File: config.mk
export PLATFORM = sky130hd
export DESIGN_NAME = par_cascade_unit
export DESIGN_NICKNAME = d
export VERILOG_FILES = /design/src/rtl/par_cascade_pkg.sv /design/src/rtl/par_stage.sv /design/src/rtl/par_chain.sv /design/src/rtl/par_port_ctrl.sv /design/src/rtl/par_cascade_unit.sv
export SDC_FILE = /design/constraint.sdc
export NUM_CORES = 1
export LEC_CHECK = 0
export ABC_AREA = 1
export BUFFER_PORTS_ARGS = -buffer_cell sky130_fd_sc_hd__buf_2
export CAP_MARGIN = 20
export CORE_MARGIN = 2
export CORE_UTILIZATION = 30
export DETAILED_ROUTE_END_ITERATION = 7
export GPL_ROUTABILITY_DRIVEN = 1
export PLACE_DENSITY = 0.64
export RECOVER_POWER = 50
export SYNTH_ARGS = -nofsm -noshare
export SYNTH_HDL_FRONTEND = slang
export SYNTH_HIERARCHICAL = 1
export SYNTH_SLANG_ARGS = --single-unit
File: constraint.sdc
create_clock -name clk -period 1.9 [get_ports clk]
set_input_delay 0 -clock clk [delete_from_list [all_inputs] [get_ports clk]]
set_output_delay 0 -clock clk [all_outputs]
set_load 0.1 [all_outputs]
File: src/rtl/par_cascade_pkg.sv
package par_cascade_pkg;
  localparam int unsigned LANES = 9;

  function automatic int unsigned word_bits(input int unsigned stages);
    return (LANES - 1) * stages + 1;
  endfunction
endpackage

File: src/rtl/par_stage.sv
module par_stage #(
  parameter int unsigned LANES = par_cascade_pkg::LANES
) (
  input  logic [LANES-1:0] bits_i,
  output logic             odd_o
);
  always_comb begin
    odd_o = 1'b0;
    for (int unsigned i = 0; i < LANES; i++) begin
      odd_o = odd_o ^ bits_i[i];
    end
  end
endmodule

File: src/rtl/par_chain.sv
module par_chain #(
  parameter int unsigned STAGES = 2,
  localparam int unsigned LANES  = par_cascade_pkg::LANES,
  localparam int unsigned WORD_W = par_cascade_pkg::word_bits(STAGES)
) (
  input  logic [WORD_W-1:0] word_i,
  output logic              odd_o
);
  logic [STAGES-1:0] link;

  for (genvar k = 0; k < STAGES; k++) begin : g_stage
    if (k == 0) begin : g_head
      par_stage #(.LANES(LANES)) i_stage (
        .bits_i (word_i[LANES-1:0]),
        .odd_o  (link[0])
      );
    end else begin : g_tail
      par_stage #(.LANES(LANES)) i_stage (
        .bits_i ({word_i[(LANES-1)*k+LANES-1:(LANES-1)*k+1], link[k-1]}),
        .odd_o  (link[k])
      );
    end
  end

  assign odd_o = link[STAGES-1];
endmodule

File: src/rtl/par_port_ctrl.sv
module par_port_ctrl (
  input  logic clk,
  input  logic rst,
  input  logic chk_i,
  input  logic odd_i,
  input  logic parity_i,
  output logic parity_o,
  output logic parity_oe,
  output logic err_n
);
  logic mismatch;

  assign mismatch = (parity_i == odd_i);

  always_ff @(posedge clk) begin
    if (rst) begin
      parity_o  <= 1'b1;
      parity_oe <= 1'b0;
      err_n     <= 1'b1;
    end else begin
      parity_o  <= ~odd_i;
      parity_oe <= ~chk_i;
      err_n     <= chk_i ? ~mismatch : 1'b1;
    end
  end

  AST_QUIET_AFTER_RESET: assert property (@(posedge clk) $past(rst) |-> (!parity_oe && err_n));
  AST_ENABLE_TRACKS_MODE: assert property (@(posedge clk) disable iff (rst) 1'b1 |=> (parity_oe == !$past(chk_i)));
  AST_NO_ERROR_IN_TX: assert property (@(posedge clk) disable iff (rst) (!err_n) |-> $past(chk_i));
  AST_MATCH_NO_ERROR: assert property (@(posedge clk) disable iff (rst) (!$past(rst) && $past(chk_i) && ($past(parity_i) != $past(odd_i))) |-> err_n);
  AST_PARITY_HOLDS: assert property (@(posedge clk) disable iff (rst) (!$past(rst) && $stable(odd_i)) |=> $stable(parity_o));
endmodule

File: src/rtl/par_cascade_unit.sv
module par_cascade_unit #(
  parameter int unsigned STAGES = 2,
  localparam int unsigned WORD_W = par_cascade_pkg::word_bits(STAGES)
) (
  input  logic              clk,
  input  logic              rst,
  input  logic              chk_mode,
  input  logic [WORD_W-1:0] data_i,
  input  logic              parity_i,
  output logic              parity_o,
  output logic              parity_oe,
  output logic              err_n_o
);
  logic word_odd;

  par_chain #(.STAGES(STAGES)) i_chain (
    .word_i (data_i),
    .odd_o  (word_odd)
  );

  par_port_ctrl i_ctrl (
    .clk       (clk),
    .rst       (rst),
    .chk_i     (chk_mode),
    .odd_i     (word_odd),
    .parity_i  (parity_i),
    .parity_o  (parity_o),
    .parity_oe (parity_oe),
    .err_n     (err_n_o)
  );

  AST_RESET_RELEASES_LINE: assert property (@(posedge clk) $past(rst) |-> (parity_o && !parity_oe));
endmodule

==> summary.txt <==
Global routing
  • First-pass GRT wire length: 1600 µm
  • Pin count of the biggest net entering global routing: 4
  • Global routing usage summed across all routing layers: between 10% and 20%
  • Initial antenna violation count: 0
  • Vias in the first global route: between 400 and 500
  • Total gr overflow: 0

Yosys
  • Sequential-to-total area share from yosys stat: 13.6%
  • Count of mapped cells out of synthesis: just under 90
  • Synth warnings: 6
  • Post-Synth Adder-Cell Area: 0%
  • Post-Syn Area: around 440 µm²
  • Number of register bits inferred by synthesis: 3
  • Post-synthesis xor/xnor area fraction: 12.5%
  • Multiplexer share of the synthesized area: 0%
  • Dominant combinational cell family by area after synthesis: simple AND/OR/NAND/NOR gates
  • Share of synthesized cell area in and, or, nand and nor gates: between 50 and 60%
  • Number of unique standard cell types used by synthesis: 8
  • Synth Area in Compound Gates: 0%
  • Synthesized area per cell: roughly 5 µm²
  • Net Count, Synth: between 100 and 150

Cells and area
  • Number of nets at the end of the flow: 141
  • Cell Count, Final, Fillers Out: approximately 130
  • P&R area growth vs syn: 44.6%
  • Share of layout cells above drive strength 1: 22.7%
  • Diodes inserted: 0

STA
  • Worst hold slack: 0.236 ns
  • Sum Neg Setup Slack: 0 ns
  • Hold violation count in the final report: 0
  • Actual transition at the worst max-transition pin: between 1 and 1.5 ns
  • Final worst path period need: 1.38 ns
  • Setup violators final: 0
  • Fmax: just over 700 MHz
  • Setup repair after global routing missed its margin: no
  • Share of the clock period used by the worst path: about 73%
  • Rel. slew slack: roughly 23%
  • Max-slew violations: 0

Power and ir drop
  • Leakage dissipation: approximately 0.44 nW
  • Largest voltage drop on the vdd net: 0.135 mV
  • Psw: 0.000151 W
  • Pwr Density: about 570 nW/µm²
  • Sequential Power Share: slightly below 20%
  • Combinational cell fraction of total power: between 40% and 50%
  • Relative contribution of the clock network to total power: 31.1%
  • Internal power summed over all cells: roughly 0.00021 W
  • Net switching fraction of the power: a little over two fifths

Clocking
  • Clock root buffer master: clkbuf_4
  • CTS Buf Count: 3
  • Clock tree from TritonCTS: done
  • Number of levels the H-tree was split into: 1
  • Num Clock Sinks: 3
  • Clock-pin slew of the registers on the worst-case setup and hold paths: around 0.04 ns
  • Clock buffer depth: 2

Hold path
  • Hold path startpoint: data_i[16]
  • Worst min-delay path category: in2reg
  • Worst Hold Path Cells: 6
  • Hold endpoint: i_ctrl/parity_o

Setup path
  • WP buf/inv: 1
  • CP max FO: 1
  • Crit path DAT: around 1.4 ns
  • Classification of the worst setup path: reg2out
  • Crit-path cells: clkbuf_1
  • Required time of the worst setup path: about 1.9 ns
  • Delay of the slowest cell on the worst path: approximately 0.85 ns
  • Critical path capture point type: primary output
  • Crit path max-delay cell type: clkbuf_1
  • Kind of launch point of the worst setup path: flip-flop
  • Kind of cell adding the most delay to the critical path: buffers and inverters

Die
  • Core region area: roughly 1300 µm²
  • Die area: 1790 µm²
  • X dimension of the die: 42.3 µm
  • IO Pins: 24
  • Effective utilization at floorplan: between 30% and 40%
  • Row Count: 13
  • Height of the die: between 40 and 50 µm

Detailed routing
  • Post-detailed-route count of antenna-violating nets: 0
  • Violation count after the first detailed-route iteration: 8
  • WL final: 831 µm
  • Vias: between 500 and 600
  • DR DRC count: 0
  • Pre-antenna DRT Iters: 4
  • Routed wire length per instance: 6.20 µm
  • Ratio of routed vias to standard cells: approximately 4

Place
  • IO Port Bufs: 23
  • Cell Count Post-Placement: approximately 130
  • HPWL Detailed: around 700 µm
  • Final weighted congestion of routability-driven global placement: a little over 0.7

Run
  • # Max-Cap Violations: 0

Run status
  • Status: completed
-- synth_stat cells --
| master | instances | share of area, % |
|---|---|---|
| or2_1 | 1 | 1.4 |
| nor2_1 | 10 | 8.5 |
| inv_2 | 2 | 1.7 |
| xor2_4 | 2 | 12 |
| nand2_1 | 38 | 32 |
| nand3_1 | 9 | 10 |
| inv_1 | 23 | 20 |
| dfxtp_1 | 3 | 14 |
-- layout by cell type (no fill, tap or decap) --
cell	n
clkbuf_1	4
nor2_1	10
clkbuf_4	3
nand2_1	38
buf_2	20
dfxtp_1	3
xor2_4	2
inv_2	2
dlygate4sd3_1	4
nand3_1	9
inv_1	23
or2_1	1
-- final cells by class --
type | count | area [µm²]
Sequential cell | 3 | 60.1
Timing Repair Buffer | 27 | 151
Tap cell | 15 | 18.8
Clock buffer | 4 | 26.3
Multi-Input combinational cell | 60 | 287
Fill cell | 155 | 697
Inverter | 25 | 93.8
-- state kept, by name, indices dropped and copies added, names as in the netlist --
name / flops
i_ctrl/parity_oe: 1
i_ctrl/err_n: 1
i_ctrl/parity_o: 1
-- per-stage QoR --
stage / utilization (%) / power, W / setup WS (ns) / area, µm²
4_1_cts: 48.0 / 0.000369 / 0.574 / 641
3_3_place_gp: 43.1 / 0.000241 / 0.366 / 574
3_5_place_dp: 43.1 / 0.000245 / 0.325 / 574
5_1_grt: 47.7 / 0.000394 / 0.283 / 637
6_report: 47.7 / 0.000360 / 0.518 / 637
2_1_floorplan: - / 0.000199 / 0.578 / 440
-- worst min-delay path: cells and delay by family --
kind / cells / cell delay, ns
XOR/XNOR: 1 / 0.07
buffers and inverters: 2 / 0.18
AND/OR/NAND/NOR: 3 / 0.19
-- cell families (layout without fill, tap and decap cells) --
group	count (synthesis)	in the layout
flip-flops	3	3
AND/OR/NAND/NOR	58	58
buffers and inverters	25	56
XOR/XNOR	2	2
-- power groups by stage --
stage / Combinational (W) / Clock [W] / Sequential [W]
CTS: 0.000180 / 0.000119 / 0.0000705
floorplan: 0.0000821 / 0 / 0.000117
detailed placement: 0.000174 / 0 / 0.0000715
global route: 0.000202 / 0.000121 / 0.0000711
finish: 0.000177 / 0.000112 / 0.0000707
global placement: 0.000170 / 0 / 0.0000716
-- how the worst max path moves through the flow --
stage                         start              end  slack, ns  cells after the start
floorplan                 data_i[3]  i_ctrl/parity_o       0.58                     19
global placement          data_i[3]  i_ctrl/parity_o       0.37                     20
detailed placement        data_i[3]  i_ctrl/parity_o       0.33                     20
CTS                       data_i[3]  i_ctrl/parity_o       0.57                     20
global route              data_i[3]  i_ctrl/parity_o       0.28                     20
finish              i_ctrl/parity_o         parity_o       0.52                      1
-- layer usage --
| layer | track usage (%) | up-vias | part of all wire (%) |
|---|---|---|---|
| li1 | - | 310 | - |
| met1 | 11.5 | 210 | 42 |
| met2 | 21.2 | 14 | 50 |
| met3 | 1.72 | 0 | 7.3 |
| met4 | 7.50 | 0 | 0 |
| met5 | 0 | - | 0 |
-- repair_timing --
item / 4_1_cts / 5_1_grt
setup buffers: 0 / 0
hold buffers: 4 / 0
endpoints found under the hold margin: 3 / 0
gates resized for setup: 0 / 0
No activity file was read; power rests on OpenSTA's default activity.
